$ cat src/rtl/pbt_pkg.sv
package pbt_pkg;

   // Stage-select code as seen on {sel_a, sel_b}
   typedef enum logic [1:0] {
      SEL_MID      = 2'b00,
      SEL_SHORT    = 2'b01,
      SEL_SHORTEST = 2'b10,
      SEL_LONG     = 2'b11
   } stage_sel_e;

   typedef enum logic {
      MODE_ONESHOT = 1'b0,
      MODE_DIVIDE  = 1'b1
   } out_mode_e;

   localparam int NUM_TAPS = 4;

endpackage

$ cat src/rtl/pbt_por.sv
module pbt_por #(
   parameter int POR_LEN = 1
) (
   input  logic clk,
   input  logic rst_n,
   input  logic auto_reset_disable,
   output logic por_reset
);

   localparam int PW = $clog2(POR_LEN + 1);

   logic window;

   generate
      if (POR_LEN < 1) begin : g_bad_len
         $error("pbt_por: POR_LEN must be at least 1");
      end

      if (POR_LEN == 1) begin : g_flop
         logic pend_q;
         always_ff @(posedge clk or negedge rst_n) begin
            if (!rst_n) pend_q <= 1'b1;
            else        pend_q <= 1'b0;
         end
         assign window = pend_q;
      end else begin : g_count
         logic [PW-1:0] left_q;
         always_ff @(posedge clk or negedge rst_n) begin
            if (!rst_n)              left_q <= PW'(POR_LEN);
            else if (left_q != '0)   left_q <= left_q - 1'b1;
         end
         assign window = (left_q != '0);
      end
   endgenerate

   assign por_reset = window & ~auto_reset_disable;


   por_once_chk: assert property (@(posedge clk) disable iff (!rst_n)
      !window |=> !window);

endmodule

$ cat src/rtl/pbt_counter.sv
module pbt_counter #(
   parameter int CNT_W = 16
) (
   input  logic             clk,
   input  logic             rst_n,
   input  logic             any_reset,
   output logic [CNT_W-1:0] count
);

   logic run_q;

   generate
      if (CNT_W < 2) begin : g_bad_width
         $error("pbt_counter: CNT_W must be at least 2");
      end
   endgenerate

   always_ff @(posedge clk or negedge rst_n) begin
      if (!rst_n) begin
         count <= '0;
         run_q <= 1'b0;
      end else if (any_reset) begin
         count <= '0;
         run_q <= 1'b1;
      end else if (run_q) begin
         count <= count + 1'b1;
      end
   end


   clear_chk: assert property (@(posedge clk) disable iff (!rst_n)
      any_reset |=> (count == '0));


   idle_hold_chk: assert property (@(posedge clk) disable iff (!rst_n)
      (!run_q && !any_reset) |=> $stable(count));


   advance_chk: assert property (@(posedge clk) disable iff (!rst_n)
      (run_q && !any_reset) |=> (count == $past(count) + 1'b1));

endmodule

$ cat src/rtl/pbt_tap_out.sv
module pbt_tap_out
   import pbt_pkg::*;
#(
   parameter int CNT_W  = 16,
   parameter int TAP_00 = 13,
   parameter int TAP_01 = 10,
   parameter int TAP_10 = 8,
   parameter int TAP_11 = 16
) (
   input  logic             clk,
   input  logic             rst_n,
   input  logic             any_reset,
   input  logic [CNT_W-1:0] count,
   input  logic             sel_a,
   input  logic             sel_b,
   input  logic             mode,
   input  logic             polarity_sel,
   output logic             timer_out
);

   localparam int TAP_TBL [NUM_TAPS] = '{TAP_00, TAP_01, TAP_10, TAP_11};

   logic [NUM_TAPS-1:0] tap_bits;
   stage_sel_e          sel_code;
   out_mode_e           out_mode;
   logic                tap;
   logic                fired_q;
   logic                level;

   generate
      for (genvar i = 0; i < NUM_TAPS; i++) begin : g_tap
         if (TAP_TBL[i] < 1 || TAP_TBL[i] > CNT_W) begin : g_bad_tap
            $error("pbt_tap_out: tap stage out of counter range");
         end else begin : g_ok
            assign tap_bits[i] = count[TAP_TBL[i]-1];
         end
      end
   endgenerate

   assign sel_code = stage_sel_e'({sel_a, sel_b});
   assign out_mode = out_mode_e'(mode);
   assign tap      = tap_bits[sel_code];
   assign level    = (out_mode == MODE_DIVIDE) ? tap : (fired_q | tap);

   always_ff @(posedge clk or negedge rst_n) begin
      if (!rst_n) begin
         fired_q   <= 1'b0;
         timer_out <= 1'b0;
      end else if (any_reset) begin
         fired_q   <= 1'b0;
         timer_out <= polarity_sel;
      end else begin
         fired_q   <= fired_q | tap;
         timer_out <= polarity_sel ^ level;
      end
   end


   latch_keep_chk: assert property (@(posedge clk) disable iff (!rst_n)
      (fired_q && !any_reset) |=> fired_q);


   fired_level_chk: assert property (@(posedge clk) disable iff (!rst_n)
      (!mode && fired_q && !any_reset) |=> (timer_out != $past(polarity_sel)));


   reset_level_chk: assert property (@(posedge clk) disable iff (!rst_n)
      any_reset |=> (timer_out == $past(polarity_sel)));

endmodule

$ cat src/rtl/pbt_timer.sv
module pbt_timer
   import pbt_pkg::*;
#(
   parameter int CNT_W   = 16,
   parameter int TAP_00  = 13,
   parameter int TAP_01  = 10,
   parameter int TAP_10  = 8,
   parameter int TAP_11  = 16,
   parameter int POR_LEN = 1
) (
   input  logic clk,
   input  logic rst_n,
   input  logic master_reset,
   input  logic auto_reset_disable,
   input  logic sel_a,
   input  logic sel_b,
   input  logic mode,
   input  logic polarity_sel,
   output logic timer_out
);

   logic             por_reset;
   logic             any_reset;
   logic [CNT_W-1:0] count;

   pbt_por #(
      .POR_LEN (POR_LEN)
   ) u_por (
      .clk                (clk),
      .rst_n              (rst_n),
      .auto_reset_disable (auto_reset_disable),
      .por_reset          (por_reset)
   );

   assign any_reset = master_reset | por_reset;

   pbt_counter #(
      .CNT_W (CNT_W)
   ) u_counter (
      .clk       (clk),
      .rst_n     (rst_n),
      .any_reset (any_reset),
      .count     (count)
   );

   pbt_tap_out #(
      .CNT_W  (CNT_W),
      .TAP_00 (TAP_00),
      .TAP_01 (TAP_01),
      .TAP_10 (TAP_10),
      .TAP_11 (TAP_11)
   ) u_tap_out (
      .clk          (clk),
      .rst_n        (rst_n),
      .any_reset    (any_reset),
      .count        (count),
      .sel_a        (sel_a),
      .sel_b        (sel_b),
      .mode         (mode),
      .polarity_sel (polarity_sel),
      .timer_out    (timer_out)
   );


   restart_chk: assert property (@(posedge clk) disable iff (!rst_n)
      master_reset |=> (timer_out == $past(polarity_sel)));

endmodule

$ cat config.mk
export PLATFORM = sky130hd
export DESIGN_NAME = pbt_timer
export DESIGN_NICKNAME = d
export VERILOG_FILES = /design/src/rtl/pbt_pkg.sv /design/src/rtl/pbt_por.sv /design/src/rtl/pbt_counter.sv /design/src/rtl/pbt_tap_out.sv /design/src/rtl/pbt_timer.sv
export SDC_FILE = /design/constraint.sdc
export NUM_CORES = 1
export LEC_CHECK = 0
export CAP_MARGIN = 20
export CORE_ASPECT_RATIO = 0.8
export CORE_MARGIN = 2
export CORE_UTILIZATION = 54
export CTS_CLUSTER_DIAMETER = 50
export DETAILED_ROUTE_END_ITERATION = 7
export PLACE_DENSITY_LB_ADDON = 0.12
export SYNTH_ARGS = -nofsm -noshare
export SYNTH_HDL_FRONTEND = slang
export SYNTH_SLANG_ARGS = --single-unit
$ cat constraint.sdc
create_clock -name clk -period 1.65 [get_ports clk]
set_input_delay 0.4125 -clock clk [delete_from_list [all_inputs] [get_ports clk]]
set_output_delay 0.4125 -clock clk [all_outputs]
set_load 0.1 [all_outputs]
After elaboration in Yosys (flattened, before gate mapping)
Cells that the tools add are included.
Storage, ports and cells
  flip-flop bits (word level): 20
  logic and storage cells: 20
Operators by class
  add/sub/neg operators: 1
  order comparisons: 1
  muxes and demuxes: 7
  bitwise operators: 5
  reduce and logical (&&, ||, !) cells: 1
Operator list (number)
  16-bit 2-to-1 mux: 2
  16-bit by 1-bit adder with 16-bit output (second input constant): 1
  1-bit 2-to-1 mux: 4
  2-bit by 3-bit < comparator with 1-bit output (second input constant): 1
  1-bit binary-select mux with 2-bit select: 1
  1-bit bitwise OR: 2
  2-bit nonzero test: 1
  1-bit AND: 1
  1-bit inverter: 1
  1-bit bitwise XOR: 1

Longest topological paths before layout
  word-level depth: 6
  mapped depth: 5
  mapped depth without buffers: 5

By module
From an unflattened synthesis, not the netlist that was laid out.
Second synthesis, totals
  cells, all modules: 96
  area total of the unflattened synthesis: 975.9 sq um
Modules (own cells, without submodules)
  pbt_counter: instances 1, cells each 84, area each 819.5 sq um
  pbt_tap_out: instances 1, cells each 8, area each 106.4 sq um
  pbt_por: instances 1, cells each 3, area each 43.8 sq um
  pbt_timer: instances 1, cells each 1, area each 6.3 sq um

Worst setup path before layout
Ideal clock, no wire load.
  path kind: register -> register
  start: reg u_counter.run_q
  end: reg u_counter.count[13]
  setup time: 0.077 ns
  data arrival time: 1.394 ns
  path slack: 0.178 ns
  stages on the path, launching flop included: 6
  period minus slack after synthesis: 1.472 ns
  cell sequence: dfrtp_1 buf_4 nand4_4 or3_4 or3_1 a21oi_1
On the way
  longest elaborated chain between the ends: 1
RTL lines
  start: declaration: RTL line pbt_counter.sv:10  | logic run_q;
  start signal: assignment: RTL line pbt_counter.sv:21  | run_q <= 1'b0;
  start signal: assignment: RTL line pbt_counter.sv:24  | run_q <= 1'b1;
  2-bit nonzero test (no source line)
  end signal: assignment: RTL line pbt_counter.sv:26  | count <= count + 1'b1;
  end: declaration: RTL line pbt_counter.sv:7  | output logic [CNT_W-1:0] count
Every way passes these cells.
A chain may end at the register's enable or synchronous reset.

Final worst setup path
  start: reg u_counter.count[2]
  end: reg u_counter.count[13]
On the way
  longest elaborated chain between the ends: 3
RTL lines
  16-bit by 1-bit adder with 16-bit output: RTL line pbt_counter.sv:26
  16-bit 2-to-1 mux: RTL line pbt_counter.sv:25  | end else if (run_q) begin
  16-bit 2-to-1 mux: RTL line pbt_counter.sv:22  | end else if (any_reset) begin
Every way passes these cells. The select of a mux whose other input is x is not followed.

==> flow_metrics.tcl <==
set metrics [dict create \
    postSynthAreaPerCell_um2 10.4 \
    synthCells 95 \
    grt_pass1_vias 697 \
    grt.total_usage_pct 20.9 \
    area_growth_pct 21.4 \
    required_ps 1880 \
    cp-start-kind "flip-flop" \
    clock_path_buffers 2 \
    final-max-slew-violation-count 0 \
    die_h_um 42.2 \
    cts_hold_buf 0 \
    via_count 748 \
    crit_path_end_kind "flip-flop" \
    arrival_ps 1820 \
    final_core_util_pct 71.5 \
    hold_path.class "in2async" \
    synthTopCellsByArea "dfrtp_1, xnor2_1, nor2_1" \
    yosys_warnings 0 \
    clk_pin_slew_ps 100 \
    dr.first_iter.drc_count 12 \
    io_pins 9 \
    overflow 0 \
    cts_tree "built" \
    antenna_found_initial 0 \
    clkSinkCount 20 \
    cts_root_buf "clkbuf_4" \
    path_max_fanout 6 \
    fmax_mhz 630 \
    yosysTopAreaCell "dfrtp_1" \
    synth.top_cell.area_share_pct 48.2 \
    worstReg2RegStart "u_counter.count[2]" \
    ys.flop_type "dfrtp_1" \
    finalClockSkew_ps 2.08 \
    numCtsBuffers 3 \
    numPortBuffers 8 \
    ys_seq_elements 20 \
    grt_max_degree 21 \
    core_um2 1680 \
    clkLatencyLatePin_ps 290 \
    post_drt_via_cell_ratio 5.46 \
    htreeDepth 1 \
    start_util_pct 58.9 \
    synth_area_um2 987 \
    synth_edf_count 0 \
    ff2ff_path_depth 4 \
    routabilityCongestion 0.711 \
    rrSetupSlack_ps 60 \
    hold_violations 0 \
    ant_nets 0 \
    setup_violations 0 \
    final_layout_size_suffix_gt1_share_pct 22.6 \
    ir_drop_v 0.000504 \
    setup_ws_ps 63.8 \
    avgRoutedWirePerCell_um 13.9 \
    rr_endpoint "u_counter.count[13]" \
    num_rows 13 \
    pre_cts_ws_ps -227 \
    yosysSeqAreaShare_pct 50.8 \
    drt_wl_total_mm 1.90 \
    rsz0062_at_grt "false" \
    layout.nets 125 \
    dr.pass1.iters 4 \
    p_leak_nw 0.494 \
    synth_cell_types 32 \
    syn-num-nets 104 \
    drc 0 \
    status "finished clean" \
    p_per_area_nw_per_um2 680 \
    period_share_pct 96.1 \
    path_class "reg2reg" \
    grt_pass1_wl_mm 3.27 \
    num_antenna_cells 0 \
    dp_hpwl_mm 1.35 \
    timing.final.crit_period_ps 1590 \
    die_area_um2 2190 \
    die_x_um 51.8 \
    crit_start "u_counter.count[2]" \
    maxCapViolCount 0 \
    ys_async_sr_fraction_pct 100 \
]
[where the power goes]
part	switching (mW)	internal, mW
registers	0.00850	0.498
logic	0.0406	0.0366
clock network	0.138	0.0942
total	0.187	0.629
[cells in the final DEF, fill, tap and decap left out, types with 5 or more instances in the layout]
master / netlist / layout
o21ai_0: 6 / 6
buf_4: 1 / 11
clkdlybuf4s50_1: 0 / 7
xnor2_1: 7 / 7
dfrtp_1: 19 / 18
nand2_1: 7 / 7
nor2_1: 12 / 12
a21oi_1: 6 / 5
[Yosys cell counts (2+ instances only)]
library cell / number
dfrtp_1: 19
nor2_1: 12
nand2_1: 7
xnor2_1: 7
a21oi_1: 6
o21ai_0: 6
or3_1: 4
inv_1: 3
nand4_1: 3
xor2_1: 3
nand3_1: 2
nor3_1: 2
nor4_1: 2
[worst max path at each step]
| stage | end | slack, ps | cells past startpoint |
|---|---|---|---|
| floorplan | u_counter.count[13] | 180 | 5 |
| global placement | u_tap_out.timer_out | -190 | 4 |
| detailed placement | u_tap_out.timer_out | -230 | 4 |
| CTS | u_counter.count[13] | 60 | 4 |
| global route | u_counter.count[13] | 8 | 4 |
| finish | u_counter.count[13] | 60 | 4 |
[registers in the layout, summed over array words and instances (netlist names)]
| name | count |
|---|---|
| u_counter.run_q | 1 |
| u_counter.count | 16 |
| u_tap_out.timer_out | 1 |
| u_por.g_flop.pend_q | 1 |
| u_tap_out.fired_q | 1 |
[repair_timing]
item,4_1_cts,5_1_grt
endpoints found under the setup margin,0,2
resized for setup,0,3
setup buffers,0,3
[critical path, cell delays in order, from the launching register on]
cell and delay, ps:
dfrtp_2 440, nand4_4 130, or3_4 440, or3_4 380
a21oi_2 140
[cell families after synthesis]
| group | after synthesis | share of synthesized area, % |
|---|---|---|
| AO/OA/AOI/OAI | 14 | 7.86 |
| XOR/XNOR | 10 | 8.87 |
| adder cells (fa/ha/maj) | 1 | 1.27 |
| buffers and inverters | 6 | 3.68 |
| flip-flops | 20 | 50.8 |
| multiplexers | 2 | 3.30 |
| other | 1 | 0.380 |
| AND/OR/NAND/NOR | 41 | 23.8 |
[metal layers]
| layer | vias up | global-route usage [%] | share of wire (%) |
|---|---|---|---|
| met5 | - | 0 | 0 |
| met1 | 357 | 28.6 | 48 |
| met4 | 0 | 7.37 | 1.3 |
| li1 | 372 | - | - |
| met3 | 6 | 7.86 | 3.8 |
| met2 | 13 | 30.3 | 46 |
[through the flow]
step / cells / area [um^2] / hold WS (ps) / setup TNS [ps] / power (mW)
3_5_place_dp: 130 / 1140 / 504 / -281 / 0.592
2_1_floorplan: 95 / 987 / 117 / 0 / 0.548
5_1_grt: 137 / 1200 / 449 / 0 / 0.859
3_3_place_gp: 130 / 1140 / 473 / -204 / 0.590
6_report: 137 / 1200 / 446 / 0 / 0.815
4_1_cts: 134 / 1170 / 442 / 0 / 0.828
[final cells by class]
class	instances	area, um^2
Sequential cell	20	503
Fill cell	118	477
Multi-Input combinational cell	69	458
Timing Repair Buffer	19	173
Tap cell	22	27.5
Clock buffer	4	26.3
Inverter	3	11.3
Note: power is estimated with default switching activity, not from simulation.
